[src/rtl/lss_pkg.sv]
package lss_pkg;

    typedef enum logic [1:0] {
        SW_UVLO  = 2'd0,
        SW_DIS   = 2'd1,
        SW_ON    = 2'd2,
        SW_THERM = 2'd3
    } sw_state_e;

    typedef struct packed {
        sw_state_e st;
    } ctrl_reg_s;

    typedef struct packed {
        logic hot;
        logic cool;
    } temp_reg_s;

    typedef struct packed {
        logic ok;
    } uv_reg_s;

endpackage

[src/rtl/lss_uvlo.sv]
module lss_uvlo
    import lss_pkg::*;
#(
    parameter int VIN_W  = 8,
    parameter int UV_ON  = 200,
    parameter int UV_OFF = 180
) (
    input  logic             clk,
    input  logic             rst_n,
    input  logic [VIN_W-1:0] vin_code,
    output logic             supply_ok
);
    localparam logic [VIN_W-1:0] ON_CODE  = VIN_W'(UV_ON);
    localparam logic [VIN_W-1:0] OFF_CODE = VIN_W'(UV_OFF);

    uv_reg_s r_d, r_q;

    always_comb begin
        r_d = r_q;
        if (r_q.ok) begin
            r_d.ok = (vin_code >= OFF_CODE);
        end else begin
            r_d.ok = (vin_code >= ON_CODE);
        end
    end

    always_ff @(posedge clk or negedge rst_n) begin
        if (!rst_n) begin
            r_q <= '0;
        end else begin
            r_q <= r_d;
        end
    end

    assign supply_ok = r_q.ok;

    AST_UV_HOLD_IN_BAND: assert property (@(posedge clk) disable iff (!rst_n)
        (supply_ok && vin_code >= OFF_CODE) |=> supply_ok);
    AST_UV_STAY_LOCKED: assert property (@(posedge clk) disable iff (!rst_n)
        (!supply_ok && vin_code < ON_CODE) |=> !supply_ok);

endmodule

[src/rtl/lss_temp_cmp.sv]
module lss_temp_cmp
    import lss_pkg::*;
#(
    parameter int TEMP_W       = 9,
    parameter int TEMP_TRIP    = 135,
    parameter int TEMP_RELEASE = 115
) (
    input  logic              clk,
    input  logic              rst_n,
    input  logic [TEMP_W-1:0] temp_code,
    output logic              at_trip,
    output logic              below_release
);
    localparam logic signed [TEMP_W-1:0] TRIP_C = TEMP_W'(TEMP_TRIP);
    localparam logic signed [TEMP_W-1:0] REL_C  = TEMP_W'(TEMP_RELEASE);

    temp_reg_s r_d, r_q;
    logic signed [TEMP_W-1:0] t_s;

    assign t_s = $signed(temp_code);

    always_comb begin
        r_d      = r_q;
        r_d.hot  = (t_s >= TRIP_C);
        r_d.cool = (t_s <= REL_C);
    end

    always_ff @(posedge clk or negedge rst_n) begin
        if (!rst_n) begin
            r_q <= '0;
        end else begin
            r_q <= r_d;
        end
    end

    assign at_trip       = r_q.hot;
    assign below_release = r_q.cool;

    AST_TEMP_BANDS_DISJOINT: assert property (@(posedge clk) disable iff (!rst_n)
        !(at_trip && below_release));

endmodule

[src/rtl/lss_ctrl.sv]
module lss_ctrl
    import lss_pkg::*;
#(
    parameter bit EN_ACTIVE_HIGH = 1'b1
) (
    input  logic clk,
    input  logic rst_n,
    input  logic supply_ok,
    input  logic en_pin,
    input  logic ilim,
    input  logic at_trip,
    input  logic below_release,
    input  logic dsc_opt,
    output logic gate_on,
    output logic rev_block,
    output logic discharge,
    output logic otemp,
    output logic ilim_status
);
    ctrl_reg_s r_d, r_q;
    logic      en_act;

    generate
        if (EN_ACTIVE_HIGH) begin : g_en_high
            assign en_act = en_pin;
        end else begin : g_en_low
            assign en_act = ~en_pin;
        end
    endgenerate

    always_comb begin
        r_d = r_q;
        if (!supply_ok) begin
            r_d.st = SW_UVLO;
        end else if (!en_act) begin
            r_d.st = SW_DIS;
        end else begin
            unique case (r_q.st)
                SW_UVLO, SW_DIS: r_d.st = SW_ON;
                SW_ON: begin
                    if (ilim && at_trip) begin
                        r_d.st = SW_THERM;
                    end
                end
                SW_THERM: begin
                    if (below_release) begin
                        r_d.st = SW_ON;
                    end
                end
                default: r_d.st = SW_UVLO;
            endcase
        end
    end

    always_ff @(posedge clk or negedge rst_n) begin
        if (!rst_n) begin
            r_q.st <= SW_UVLO;
        end else begin
            r_q <= r_d;
        end
    end

    logic st_on, st_therm, st_off_pd;
    assign st_on     = (r_q.st == SW_ON);
    assign st_therm  = (r_q.st == SW_THERM);
    assign st_off_pd = (r_q.st == SW_UVLO) || (r_q.st == SW_DIS);

    assign gate_on     = st_on;
    assign rev_block   = ~st_on;
    assign discharge   = dsc_opt & st_off_pd;
    assign otemp       = st_therm;
    assign ilim_status = ilim & st_on;

    AST_LOCKOUT_WINS: assert property (@(posedge clk) disable iff (!rst_n)
        !supply_ok |=> (r_q.st == SW_UVLO));
    AST_DISABLE_WINS: assert property (@(posedge clk) disable iff (!rst_n)
        (supply_ok && !en_act) |=> (r_q.st == SW_DIS));
    AST_TRIP_TAKEN: assert property (@(posedge clk) disable iff (!rst_n)
        (supply_ok && en_act && st_on && ilim && at_trip) |=> st_therm);
    AST_TRIP_NEEDS_LIMIT: assert property (@(posedge clk) disable iff (!rst_n)
        $rose(st_therm) |-> ($past(ilim) && $past(at_trip)));
    AST_THERM_HOLDS_WARM: assert property (@(posedge clk) disable iff (!rst_n)
        (st_therm && supply_ok && en_act && !below_release) |=> st_therm);
    AST_ONE_OFF_REASON: assert property (@(posedge clk) disable iff (!rst_n)
        $onehot0({st_on, st_therm, discharge}));

endmodule

[src/rtl/load_switch_supervisor.sv]
module load_switch_supervisor
    import lss_pkg::*;
#(
    parameter int VIN_W          = 8,
    parameter int UV_ON          = 200,
    parameter int UV_OFF         = 180,
    parameter int TEMP_W         = 9,
    parameter int TEMP_TRIP      = 135,
    parameter int TEMP_RELEASE   = 115,
    parameter bit EN_ACTIVE_HIGH = 1'b1
) (
    input  logic              clk,
    input  logic              rst_n,
    input  logic [VIN_W-1:0]  vin_code_i,
    input  logic              en_i,
    input  logic              ilim_i,
    input  logic [TEMP_W-1:0] temp_i,
    input  logic              dsc_opt_i,
    output logic              gate_on_o,
    output logic              rev_block_o,
    output logic              discharge_o,
    output logic              otemp_o,
    output logic              ilim_o
);
    logic supply_ok;
    logic at_trip;
    logic below_release;

    lss_uvlo #(
        .VIN_W (VIN_W),
        .UV_ON (UV_ON),
        .UV_OFF(UV_OFF)
    ) u_uvlo (
        .clk      (clk),
        .rst_n    (rst_n),
        .vin_code (vin_code_i),
        .supply_ok(supply_ok)
    );

    lss_temp_cmp #(
        .TEMP_W      (TEMP_W),
        .TEMP_TRIP   (TEMP_TRIP),
        .TEMP_RELEASE(TEMP_RELEASE)
    ) u_temp (
        .clk          (clk),
        .rst_n        (rst_n),
        .temp_code    (temp_i),
        .at_trip      (at_trip),
        .below_release(below_release)
    );

    lss_ctrl #(
        .EN_ACTIVE_HIGH(EN_ACTIVE_HIGH)
    ) u_ctrl (
        .clk          (clk),
        .rst_n        (rst_n),
        .supply_ok    (supply_ok),
        .en_pin       (en_i),
        .ilim         (ilim_i),
        .at_trip      (at_trip),
        .below_release(below_release),
        .dsc_opt      (dsc_opt_i),
        .gate_on      (gate_on_o),
        .rev_block    (rev_block_o),
        .discharge    (discharge_o),
        .otemp        (otemp_o),
        .ilim_status  (ilim_o)
    );

    AST_GATE_NEEDS_SUPPLY: assert property (@(posedge clk) disable iff (!rst_n)
        $rose(gate_on_o) |-> $past(supply_ok));
    AST_REV_BLOCK_WHEN_OFF: assert property (@(posedge clk) disable iff (!rst_n)
        $fell(gate_on_o) |-> rev_block_o);

endmodule

[config.mk]
export PLATFORM = sky130hd
export DESIGN_NAME = load_switch_supervisor
export DESIGN_NICKNAME = d
export VERILOG_FILES = /design/src/rtl/lss_pkg.sv /design/src/rtl/lss_uvlo.sv /design/src/rtl/lss_temp_cmp.sv /design/src/rtl/lss_ctrl.sv /design/src/rtl/load_switch_supervisor.sv
export SDC_FILE = /design/constraint.sdc
export NUM_CORES = 1
export LEC_CHECK = 0
export ABC_AREA = 0
export ABC_CLOCK_PERIOD_IN_PS = 1800
export BUFFER_PORTS_ARGS = -buffer_cell sky130_fd_sc_hd__clkbuf_2
export CAP_MARGIN = 20
export CORE_AREA = 5 5 42 44
export CTS_CLUSTER_DIAMETER = 60
export DETAILED_ROUTE_END_ITERATION = 7
export DIE_AREA = 0 0 47 49
export SLEW_MARGIN = 20
export SYNTH_ARGS = -nofsm -noshare
export SYNTH_HDL_FRONTEND = slang
export SYNTH_SLANG_ARGS = --single-unit
export TNS_END_PERCENT = 5
[constraint.sdc]
create_clock -name clk -period 1.8 [get_ports clk]
set_clock_uncertainty 0.05 [all_clocks]
set_input_delay 0.54 -clock clk [delete_from_list [all_inputs] [get_ports clk]]
set_output_delay 0.54 -clock clk [all_outputs]
set_load 0.02 [all_outputs]
=== Word-level counts from Yosys, hierarchy flattened ===
Cells that the tools add are included.

* Input bits: 22
* Output and inout port bits: 5
* Flip-flop bits (word level): 5

* Muxes and demuxes: 6
* Reductions and logical operators: 5
* $lt $le $gt $ge: 4
* Bitwise logic cells: 3
* Equality and inequality tests: 5

{| class="wikitable"
|+ Operator list
! operator !! count
|-
| >= comparator 8 bit (second input constant) || 2
|-
| >= comparator 9 bit (second input constant) || 1
|-
| <= comparator 9 x 8 -> 1 bit (second input constant) || 1
|-
| 2-to-1 mux 2 bit || 4
|-
| case mux 2 bit (3 select lines) || 1
|-
| == test 2 bit (second input constant) || 2
|-
| != test 4 x 3 -> 1 bit (second input constant) || 1
|-
| != test 4 bit (second input constant) || 1
|-
| bitwise AND 1 bit || 2
|-
| == test 2 x 1 -> 1 bit (second input constant) || 1
|-
| logical NOT 2 bit || 1
|-
| AND reduction 2 bit || 1
|-
| OR reduction 2 bit || 1
|-
| logical AND 1 bit || 1
|-
| logical OR 1 bit || 1
|-
| 2-to-1 mux 1 bit || 1
|-
| inverter 1 bit || 1
|}

=== Longest topological paths before layout ===
* Word-level depth: 5
* Depth in mapped cells: 2
* Depth with buffers taken out: 2

=== Cells and area by module ===
Synthesis repeated with hierarchy kept, for this count alone.

* Cells, all modules: 26
* Area, all modules: 285.3 µm²

{| class="wikitable"
|+ By module, submodules not included
! module !! area each (µm²) !! times used !! cells each
|-
| lss_ctrl || 140.1 || 1 || 13
|-
| lss_temp_cmp || 90.1 || 1 || 9
|-
| lss_uvlo || 55.1 || 1 || 4
|}

=== Worst setup path after synthesis ===
OpenSTA, ideal clock, no wires.

* Kind: flip-flop to output port
* Start: register u_ctrl.r_q[0] (netlist bit)
* End: output port ilim_o
* Cell stages (with the launch flop): 3
* Path slack: 159 ps
* Arrival: 1051 ps
* Cell sequence: dfrtp_1 -> nor2b_1 -> and2_1

* Cells in the longest elaborated chain, start to end: 2

{| class="wikitable"
|+ Ends and longest elaborated chain
! element !! line !! RTL
|-
| start: declaration || lss_ctrl.sv:20 || <nowiki>ctrl_reg_s r_d, r_q;</nowiki>
|-
| start signal: assignment || lss_ctrl.sv:59 || <nowiki>r_q <= r_d;</nowiki>
|-
| == test 2 bit || lss_ctrl.sv:64 || <nowiki>assign st_on = (r_q.st == SW_ON);</nowiki>
|-
| via gate_on_o || load_switch_supervisor.sv:19 || <nowiki>output logic gate_on_o,</nowiki>
|-
| bitwise AND 1 bit || lss_ctrl.sv:72 || <nowiki>assign ilim_status = ilim & st_on;</nowiki>
|-
| end: declaration || load_switch_supervisor.sv:23 || <nowiki>output logic ilim_o</nowiki>
|}

The timed path passes the listed nets, and every way through them passes these cells.

=== Worst setup path in the final report ===
* Start: register u_ctrl.r_q[1] (netlist bit)
* End: output port ilim_o

* Cells in the longest elaborated chain, start to end: 2

{| class="wikitable"
|+ Ends and longest elaborated chain
! element !! line
|-
| == test 2 bit || lss_ctrl.sv:64
|-
| bitwise AND 1 bit || lss_ctrl.sv:72
|}

No other way between the ends.

==> results.md <==
- Status: finished clean
- Startpoint type of the worst setup path: flip-flop
- Proportion of power drawn by combinational gates: between 15 and 20%
- Slew at the pin closest to its max-slew limit: 267 ps
- Count of filler cells inserted in the layout: 161
- Worst path buffer plus inverter count: 1
- Number of DRC violations after detailed routing: 0
- Aggregate global-route resource usage: 6.58%
- Hold-fix buffers, CTS: 0
- Number of buffers created by CTS: 3
- Clock transition at the registers of the reported paths: 40 ps
- Pins Over Slew Limit: 0
- Met2 Track Usage GR: 7.01%
- Avg Synthesized Cell Area: around 10 um^2
- Iter 0 DRT Violations: 1
- Die X-Extent: 47 um
- Total of buffers placed on input and output ports: 24
- Global-route layer with the greatest usage: met1
- Sequential-to-total area share from yosys stat: 47.4%
- Crit path time final: around 1700 ps
- Reg power frac: 41.0%
- Total number of vias: 301
- Number of different library cells in the post-synthesis netlist: 17
- Setup Viol. Count Final: 0
- Total number of H-tree levels: 1
- Reg-to-reg setup timing slack: 720 ps
- TritonCTS clock tree: built
- Post-Synthesis Cell Area: 264 um^2
- Cells along the critical path: nor2b_2, and2_1, clkbuf_2
- Number of synthesized register bits: 5
- Crit path largest cell delay: around 390 ps
- Core Region: 1400 um^2
- Synth-to-layout area growth: 64.0%
- First-pass detailed-route iteration total: 2
- Final wirelength: 670 um
- Power density normalized to cell area: 686 nW/um^2
- Maximum clock rate: 0.594 GHz
- Post-Synthesis Net Count: 48
- Setup_tns: 0 ps
- # nets final: 77
- Clock tree buffer depth: 2
- Via count of the first global-routing pass: 263
- Total count of hold-check failures in the final report: 0
- Internal power consumption: 229 uW
- Required time at the worst-slack endpoint: between 1000 and 1500 ps
- Max cap viols: 0
- Top cell family by delay on the critical path: flip-flops
- Remaining antenna violation count after routing: 0
- Net switching power: roughly 68 uW
- Die Ht: 49 um
- Final global-route overflow total: 0
- Worst VDD drop: 268 uV
- Detailed-route vias per instance: ~4.3
- Switching fraction of total power: a little under a quarter
- Layout cell share with drive strength beyond 1: 53.7%
- RSZ-0062 raised after global routing: no
- Critical path's slowest cell: sky130_fd_sc_hd__dfrtp_1
- Starting utilization of the core area: 18.8%
- Category of the worst setup path capture point: output port
- Leakage power figure: 0.000231 uW
- Maximum number of pins on one net before global-route repair: 6
- Worst slew slack as a fraction of its limit: 82.1%
- Multi-input combinational cell area: 134 um^2
- Std cell rows: 14
- Die area: 2300 um^2
- Met3 Usage GRT: 5.54%
- Ports: 27
- FF/Latch Area: 125 um^2
- Type of the worst setup path: reg2out
- Period utilization: 93.6%
- Hold Slack: 65.0 ps
- Clock tree root driver cell: sky130_fd_sc_hd__clkbuf_4
- Highest net fanout along the worst path: 4
- CTS sink count: 5
- Antenna diode count: 0
- Met1 usage: under 10%
- Gate count of the mapped netlist: 26
- Path type of the worst min-delay path: in2async
- Clk network pwr share: 42.3%
- Later-pin clock latency in the skew report: 240 ps
- Initial antenna violation count: 0
- Yosys synthesis warning count: 0
- Critical path data arrival time: approximately 1100 ps
- Global-route wire length before repair: 1.01 mm
- WL per Instance: 9.57 um
- Final GP Congestion: 0.690
[what timing repair did]
item	4_1_cts	5_1_grt
setup endpoints to repair	0	1
resized for setup	0	1
setup buffers	0	0
[layer usage]
layer / wire [um] / up-vias / part of all wire, %
li1: - / 155 / -
met3: 158 / 0 / 24
met5: 0 / - / 0
met4: 0 / 0 / 0
met2: 237 / 25 / 35
met1: 274 / 121 / 41
[cell type report]
type	instances	area share [%]
multi-input cells	19	30.9
flip-flops and latches	5	28.9
repair buffers	24	27.7
clock buffers	4	6.07
well taps	16	4.62
inverters	2	1.73
[Yosys cell counts]
| master | n | area (um^2) |
|---|---|---|
| sky130_fd_sc_hd__a31oi_1 | 1 | 6.26 |
| sky130_fd_sc_hd__nand3_1 | 1 | 5.00 |
| sky130_fd_sc_hd__dfrtp_1 | 5 | 125 |
| sky130_fd_sc_hd__nand3b_1 | 1 | 7.51 |
| sky130_fd_sc_hd__or3_1 | 1 | 6.26 |
| sky130_fd_sc_hd__nand2b_1 | 2 | 12.5 |
| sky130_fd_sc_hd__nor3_1 | 1 | 5.00 |
| sky130_fd_sc_hd__nor4_1 | 1 | 6.26 |
| sky130_fd_sc_hd__o221a_1 | 1 | 11.3 |
| sky130_fd_sc_hd__and2_1 | 2 | 12.5 |
| sky130_fd_sc_hd__o211a_1 | 1 | 10.0 |
| sky130_fd_sc_hd__and2_2 | 1 | 7.51 |
| sky130_fd_sc_hd__a21oi_1 | 1 | 5.00 |
| sky130_fd_sc_hd__inv_1 | 2 | 7.51 |
| sky130_fd_sc_hd__nor2b_1 | 3 | 18.8 |
| sky130_fd_sc_hd__a311oi_1 | 1 | 8.76 |
| sky130_fd_sc_hd__o31a_1 | 1 | 8.76 |
[worst paths after layout]
check / startpoint / cells past startpoint / to
max: u_ctrl.r_q[1]$_DFFE_PN0P_ / 3 / ilim_o
min: rst_n / 1 / u_uvlo.supply_ok$_DFF_PN0_
max reg2reg: u_uvlo.supply_ok$_DFF_PN0_ / 2 / u_uvlo.supply_ok$_DFF_PN0_
min reg2reg: u_temp.below_release$_DFF_PN0_ / 2 / u_ctrl.r_q[0]$_DFFE_PN0P_
max in group asynchronous: rst_n / 1 / u_ctrl.r_q[0]$_DFFE_PN0P_
min in group clk: temp_i[8] / 2 / u_temp.below_release$_DFF_PN0_
[placed cells by master, fill, tap and decap left out]
master,instances
sky130_fd_sc_hd__nor3_1,1
sky130_fd_sc_hd__nor4_1,1
sky130_fd_sc_hd__clkbuf_1,1
sky130_fd_sc_hd__o211a_1,1
sky130_fd_sc_hd__nor2b_1,2
sky130_fd_sc_hd__and2_1,2
sky130_fd_sc_hd__nor2b_2,1
sky130_fd_sc_hd__or3_1,1
sky130_fd_sc_hd__a311oi_1,1
sky130_fd_sc_hd__a21oi_1,1
sky130_fd_sc_hd__o31a_1,1
sky130_fd_sc_hd__nand2b_1,2
sky130_fd_sc_hd__nand3b_1,1
sky130_fd_sc_hd__o221a_1,1
sky130_fd_sc_hd__clkbuf_2,24
sky130_fd_sc_hd__nand3_1,1
sky130_fd_sc_hd__and2_2,1
sky130_fd_sc_hd__clkbuf_4,3
sky130_fd_sc_hd__dfrtp_1,5
sky130_fd_sc_hd__inv_1,2
sky130_fd_sc_hd__a31oi_1,1
[power by group through the flow]
stage | Combinational [uW] | Clock (uW) | Sequential [uW]
final | 49.5 | 126 | 122
after global routing | 55.1 | 140 | 123
after CTS | 50.0 | 133 | 122
after detailed placement | 49.9 | 0 | 123
after global placement | 49.0 | 0 | 123
after floorplan | 19.4 | 0 | 122
[metrics by stage]
stage	instances	cell area, um^2	utilization, %	total power, uW	worst slack [ps]
finish	70	433	30.9	297	115
global route	70	433	30.9	318	40.8
CTS	70	430	30.7	304	58.2
detailed placement	66	404	28.8	173	309
global placement	66	404	28.8	172	310
floorplan	26	264	-	142	159
[registers in the layout (all words and copies together) (netlist names)]
name                  flops
u_temp.at_trip            1
u_ctrl.r_q                2
u_uvlo.supply_ok          1
u_temp.below_release      1
[kinds of logic (layout without fill, tap and decap cells)]
logic type,count (synthesis),count (layout),synth area share [%]
simple gates,13,13,30.8
flops,5,5,47.4
compound gates,6,6,19.0
buf+inv,2,30,2.84
Power figures use the tool's default switching activity.
